### src/rtl/repadd_pkg.sv
`timescale 1ns/1ps
package repadd_pkg;

  // Phases of the algorithm only; no state carries a data value.
  typedef enum logic [1:0] {
    PH_IDLE = 2'd0,
    PH_LOAD = 2'd1,
    PH_LOOP = 2'd2,
    PH_FIN  = 2'd3
  } phase_t;

  // Strobes from the controller down to the datapath.
  typedef struct packed {
    logic seed;  // capture opA, acc <- opC, count <- opB
    logic step;  // acc <- acc + a, count <- count - 1
  } ctrl_strobe_t;

endpackage

### src/rtl/repadd_ctrl.sv
`timescale 1ns/1ps
module repadd_ctrl
  import repadd_pkg::*;
(
  input  logic         clk,
  input  logic         rst,
  input  logic         start,
  input  logic         cntZero,
  output ctrl_strobe_t strobe,
  output logic         done
);

  phase_t phase, phaseNext;
  logic   acceptStart;

  assign acceptStart = start && ((phase == PH_IDLE) || (phase == PH_FIN));

  always_ff @(posedge clk) begin
    if (rst) phase <= PH_IDLE;
    else     phase <= phaseNext;
  end

  always_comb begin
    phaseNext = phase;
    unique case (phase)
      PH_IDLE: if (acceptStart) phaseNext = PH_LOAD;
      PH_LOAD: phaseNext = cntZero ? PH_FIN : PH_LOOP;
      PH_LOOP: phaseNext = cntZero ? PH_FIN : PH_LOOP;
      PH_FIN:  if (acceptStart) phaseNext = PH_LOAD;
    endcase
  end

  always_comb begin
    strobe.seed = acceptStart;
    strobe.step = (phase == PH_LOOP) && !cntZero;
    done        = (phase == PH_FIN);
  end

  // done holds as a level until a start arrives.
  a_r8_done_level: assert property (@(posedge clk) disable iff (rst)
    (done && !start) |=> done);

  // a start during load/loop never re-enters the load phase.
  a_r9_busy_ignore: assert property (@(posedge clk) disable iff (rst)
    (((phase == PH_LOAD) || (phase == PH_LOOP)) && start) |=> (phase != PH_LOAD));

  // an empty count in the load phase goes straight to finish.
  a_r5_skip_loop: assert property (@(posedge clk) disable iff (rst)
    ((phase == PH_LOAD) && cntZero) |=> done);

endmodule

### src/rtl/repadd_dp.sv
`timescale 1ns/1ps
module repadd_dp
  import repadd_pkg::*;
#(
  parameter int WIDTH = 8
) (
  input  logic             clk,
  input  logic             rst,
  input  ctrl_strobe_t     strobe,
  input  logic [WIDTH-1:0] opA,
  input  logic [WIDTH-1:0] opB,
  input  logic [WIDTH-1:0] opC,
  output logic [WIDTH-1:0] acc,
  output logic             cntZero
);

  localparam logic [WIDTH-1:0] ONE = WIDTH'(1);

  logic [WIDTH-1:0] aHeld;
  logic [WIDTH-1:0] count;
  logic [WIDTH-1:0] accSum;
  logic [WIDTH-1:0] countDec;

  // Two independent arithmetic units: both fire in the same cycle.
  assign accSum   = acc + aHeld;
  assign countDec = count - ONE;

  always_ff @(posedge clk) begin
    if (rst) begin
      aHeld <= '0;
      acc   <= '0;
      count <= '0;
    end else if (strobe.seed) begin
      aHeld <= opA;
      acc   <= opC;
      count <= opB;
    end else if (strobe.step) begin
      acc   <= accSum;
      count <= countDec;
    end
  end

  // Status comes from the registered count only.
  assign cntZero = (count == '0);

  // seeding loads acc and the count together.
  a_r2_seed: assert property (@(posedge clk) disable iff (rst)
    strobe.seed |=> (acc == $past(opC)) && (count == $past(opB)));

  // one step adds and decrements in the same cycle.
  a_r3_step: assert property (@(posedge clk) disable iff (rst)
    strobe.step |=> (acc == $past(acc) + $past(aHeld)) && (count == $past(count) - ONE));

  // never step an empty count.
  a_r7_no_underflow: assert property (@(posedge clk) disable iff (rst)
    strobe.step |-> (count != '0));

  // the captured multiplicand moves only on an accepted start.
  a_r9_a_stable: assert property (@(posedge clk) disable iff (rst)
    !strobe.seed |=> $stable(aHeld));

endmodule

### src/rtl/repadd_mac.sv
`timescale 1ns/1ps
module repadd_mac
  import repadd_pkg::*;
#(
  parameter int WIDTH = 8
) (
  input  logic             clk,
  input  logic             rst,
  input  logic             start,
  input  logic [WIDTH-1:0] opA,
  input  logic [WIDTH-1:0] opB,
  input  logic [WIDTH-1:0] opC,
  output logic [WIDTH-1:0] acc,
  output logic             done
);

  ctrl_strobe_t strobe;
  logic         cntZero;

  repadd_ctrl i_ctrl (
    .clk     (clk),
    .rst     (rst),
    .start   (start),
    .cntZero (cntZero),
    .strobe  (strobe),
    .done    (done)
  );

  repadd_dp #(.WIDTH(WIDTH)) i_dp (
    .clk     (clk),
    .rst     (rst),
    .strobe  (strobe),
    .opA     (opA),
    .opB     (opB),
    .opC     (opC),
    .acc     (acc),
    .cntZero (cntZero)
  );

endmodule

### config.mk
export PLATFORM = sky130hd
export DESIGN_NAME = repadd_mac
export DESIGN_NICKNAME = d
export VERILOG_FILES = /design/src/rtl/repadd_pkg.sv /design/src/rtl/repadd_ctrl.sv /design/src/rtl/repadd_dp.sv /design/src/rtl/repadd_mac.sv
export SDC_FILE = /design/constraint.sdc
export NUM_CORES = 1
export LEC_CHECK = 0
export CAP_MARGIN = 20
export CORE_ASPECT_RATIO = 0.7
export CORE_MARGIN = 4
export CORE_UTILIZATION = 50
export DETAILED_ROUTE_END_ITERATION = 7
export DONT_BUFFER_PORTS = 1
export PLACE_DENSITY = 0.67
export SYNTH_ARGS = -nofsm -noshare
export SYNTH_HDL_FRONTEND = slang
export SYNTH_HIERARCHICAL = 1
export SYNTH_SLANG_ARGS = --single-unit
### constraint.sdc
create_clock -name clk -period 2.8 [get_ports clk]
set_clock_uncertainty 0.15 [all_clocks]
set_input_delay 0.14 -clock clk [delete_from_list [all_inputs] [get_ports clk]]
set_output_delay 0.14 -clock clk [all_outputs]
set_load 0.005 [all_outputs]
After elaboration in Yosys (flattened, before gate mapping). Index checks and enable logic that the tools add are counted.

$add $sub $neg: 2. $mul: 0. Div/mod/pow operators: 0. Magnitude comparators: 0. Eq/ne operators: 4. Shift operators: 0. Muxes and demuxes: 7. Bitwise operators: 0. Reduce and logical (&&, ||, !) cells: 9.

Operators by type and width (number): 8-bit two-way mux (4); 8-bit adder (1); 8-bit zero test (1); 8-bit by 1-bit subtractor with 8-bit output, second input constant (1); 2-bit equality test, second input constant (2); 2-bit case mux with 2 select lines (1); 2-bit OR reduction (2); 2-bit by 1-bit equality test with 1-bit output, second input constant (1); 1-bit logical AND (2); 2-bit zero test (1); 2-bit two-way mux (1); 2-bit by 1-bit != test with 1-bit output, second input constant (1); 2-bit nonzero test (1); 1-bit zero test (1); 1-bit logical OR (1); 1-bit two-way mux (1).

Register bits after elaboration: 26. Bits in latches: 0. RAM bits: 0. ROM bits: 0. Input bits: 27. Output and inout port bits: 9. Logic and storage cells: 26. Memories: 0.

Longest topological paths before layout.
Depth in word-level cells: 5. Mapped depth: 9. Gate-level depth less buffers: 9.

By module. The synthesis kept the hierarchy.

By module, submodules not included: repadd_dp (times used 1, cells an instance 154, area each 1357.6 um^2, sequential area each 480.5 um^2); repadd_ctrl (times used 1, cells an instance 13, area each 116.4 um^2, sequential area each 40.0 um^2).

Worst setup path before layout. OpenSTA, ideal clock, no wires.

Path type: register to register. Start: register i_dp.count[0]. End: register i_dp.count[7]. Setup time: 0.114 ns. Arrival: 1.992 ns. Data required time: 2.536 ns. Setup slack: 0.544 ns. Stages on the path, launching flop included: 10. Buffers on the path: 0. Clock period less this slack: 2.256 ns. Path through: dfxtp_1 inv_1 ha_1 nor4b_1 nor2b_1 or3b_2 nor3_1 xnor2_1 o21ai_0 and2b_1.

RTL lines: start: declaration (RTL line repadd_dp.sv:20) `logic [WIDTH-1:0] count;`; start signal: assignment (RTL line repadd_dp.sv:36) `count <= opB;`; start signal: assignment (RTL line repadd_dp.sv:39) `count <= countDec;`.

==> out/metrics.csv <==
stage,metric,value,unit
run_status,outcome,"finished, final reports clean",
synth,largest cells by area after synthesis,"dfxtp_1 (35%), ha_1 (9.3%), mux2i_1 (8.8%)",
layout,Nets,230,
drt,Vias per Instance,5.659,
drt,post-DR wirelength/cell,15.42,um
synth,Post-Syn Area,1474,um2
synth,sequential share of the synthesized area,35.31,%
layout,fin util,64.46,%
clock_tree,Post-CTS Setup Bufs,0,
drt,final wirelength,3485,um
sta,setup TNS,0,ns
drt,via count,1279,
place,setup slack at placement,0.007263,ns
power,peak supply drop,426.5,uV
global_route,initial antenna violation count,0,
global_route,vias in the first global route,1295,
power,leak pwr,0.7402,nW
layout,"commonest non-fill, non-tap cells in the layout","nor2_1 (30), dfxtp_1 (26), dlygate4sd3_1 (25)",
sta,final-report hold violation count,0,
sta,setup repair after global routing missed its margin,no,
worst_setup_path,maximum fanout along the worst path,11,
synth,Synth top area share,35.31,%
worst_setup_path,"reg-to-reg slack, setup",0.17,ns
worst_setup_path,RR Startpoint,i_dp/count[3]$_SDFFE_PP0P_,
sta,"Setup violations, final",0,
clock_tree,CTS root buf,clkbuf_8,
drt,Initial DRC Count,38,
global_route,met3 usage,5.313,%
worst_setup_path,worst path required time,2.78,ns
global_route,GRT Max-Usage Layer,met2,
synth,syn_area_per_cell,8.826,um2
layout,Fillers,249,
sta,slack of the critical path,0.1719,ns
synth,Synth Instances,167,
worst_setup_path,Crit Reg-Reg Endpoint,i_dp/acc[3]$_SDFFE_PP0P_,
layout,# diodes,0,
power,PD cells,960.6,nW/um2
floorplan,core region area,2803,um2
drt,DRT Pass-1 Iters,4,
place,HPWL after DPL,2402,um
worst_setup_path,crit start category,flop,
layout,count of non-filler cells in the finished layout,226,
global_route,met2 usage,33.23,%
worst_setup_path,Critical Path AT,2.60,ns
drt,post-route antenna net violation count,0,
synth,Yosys cell types,39,
worst_hold_path,worst min path class,in2reg,
layout,share of cells above drive strength 1,5.789,%
sta,FMAX,380.5,MHz
clock_tree,H-tree Lvls,1,
run,max_cap viols,0,
floorplan,area of the die,3894,um2
layout,area grow syn2layout,22.58,%
synth,yosys warns,6,
clock_tree,clock latency at the later pin of the worst-skew pair,0.27,ns
global_route,largest net degree at the start of global routing,27,
place,Placed Cells incl. Taps,197,
worst_setup_path,CP endpoint kind,flop,
floorplan,die height,53.43,um
floorplan,IO Pins,36,
sta,hold_ws,0.03072,ns
sta,minimum clock period,2.628,ns
clock_tree,TritonCTS clock tree,built,
place,gpl congestion,0.8641,
synth,syn_nets,206,
global_route,Global Route Usage Sum,18.67,%
floorplan,Rows,16,
worst_setup_path,CP endpoint,i_dp/acc[3]$_SDFFE_PP0P_,
synth,Yosys top cell by area,dfxtp_1,
floorplan,Initial Util,52.59,%
global_route,met1 usage,22.73,%
synth,Yosys reg bits,26,
worst_hold_path,worst hold start,opC[7],
clock_tree,Clock Path Buffers,2,
worst_setup_path,Critical Path Source,i_dp/count[3]$_SDFFE_PP0P_,
floorplan,Die X,72.90,um
sta,relative slew slack,32.64,%
sta,Final Max Tran Viols,0,
worst_setup_path,critical path class,reg2reg,
clock_tree,Num CTS Buffers,3,
worst_setup_path,Reg2Reg Depth,6,
global_route,overflow left after global routing,0,
place,IO buf count,0,
global_route,global-route wire length before repair,5692,um
layout,"leading cell type in the layout, fill and taps excluded",nor2_1,
clock_tree,"Reg clk slew, reported paths",0.09,ns
drt,residual DRC count,0,
sta,fin crit share,93.86,%
sta,Worst-Margin Slew,1.007,ns
clock_tree,clk sinks,26,
## sequential cells by signal, summed over array words and instances (netlist names)
register and flops:
i_dp/count 8, i_dp/aHeld 8, i_dp/acc 8, i_ctrl/phase 2
## timing repair
item | CTS | global route
hold buffers | 25 | 0
resized for setup | 1 | 0
endpoints found under the setup margin | 1 | 0
hold endpoints to repair | 26 | 0
## worst max-delay path: stages, from the launching register on
cell and delay (ns):
dfxtp_1 0.36, or4_4 0.58, nor4b_1 0.48, nor2b_2 0.23, nor2b_1 0.25, a221oi_1 0.37, nor2_1 0.08
## Yosys cell counts
library cell and n:
a221oi_1 2, nor2_1 30, buf_4 1, or3_1 1, xnor2_1 6, and2_2 1, fa_1 1, o21a_1 2
nor2b_1 4, nand3b_1 1, mux2i_1 13, nor4b_1 1, or3b_2 1, o21ai_0 4, buf_1 1, a311o_1 1
a311oi_1 1, o211ai_1 1, nand4b_1 1, nor3_1 3, xor2_1 5, o221ai_1 1, a211oi_1 5, nand2b_1 1
o2111ai_1 1, a21oi_2 1, nor3b_1 4, buf_2 1, inv_1 6, and2b_1 1, a21o_1 3, or4_4 1
ha_1 11, nor4_1 1, dfxtp_1 26, a21oi_1 13, nand2_1 4, clkbuf_1 5, nand3_1 1
## layer usage
layer,part of all wire (%),up-vias,wire (um)
li1,-,634,-
met1,46,599,1609
met2,47,42,1637
met3,6.1,4,211
met4,0.77,0,27
met5,0,-,0
## where the power goes
part	internal, W	total, W	leakage [nW]	switching, W
sequential	0.000494	0.000607	0.214	0.000113
clock	0.000126	0.000246	0.0288	0.000120
combinational	0.000405	0.000883	0.498	0.000478
## how the worst min path moves through the flow
stage	endpoint	slack, ns	depth (start not counted)
2_1_floorplan	i_dp/count[6]$_SDFFE_PP0P_	0.05	1
6_report	i_dp/acc[7]$_SDFFE_PP0P_	0.03	2
3_3_place_gp	i_dp/count[6]$_SDFFE_PP0P_	0.06	1
3_5_place_dp	i_dp/count[6]$_SDFFE_PP0P_	0.06	1
4_1_cts	i_dp/acc[7]$_SDFFE_PP0P_	0.01	2
5_1_grt	i_dp/acc[7]$_SDFFE_PP0P_	0.03	2
## final cells by class
cell class / count / area [um2] / area share, %
repair buffers: 27 / 265.3 / 14.68
flip-flops and latches: 26 / 520.5 / 28.81
inverters: 6 / 22.52 / 1.247
well taps: 36 / 45.04 / 2.493
multi-input cells: 127 / 898.4 / 49.72
clock buffers: 4 / 55.05 / 3.047
## stage by stage
step | total power, W | area [um2]
CTS | 0.001731 | 1807
finish | 0.001736 | 1807
global placement | 0.001403 | 1499
floorplan | 0.001291 | 1474
global route | 0.001872 | 1807
detailed placement | 0.001441 | 1499
## cell families (layout without fill, tap and decap cells)
family,Yosys count,in the layout,synth area share (%)
buf+inv,14,37,3.905
simple gates,56,56,19.10
mux,13,13,8.828
fa+ha+maj,12,12,10.70
compound gates,35,35,15.62
xor+xnor,11,11,6.536
flops,26,26,35.31
(Power assumes the default switching activity.)
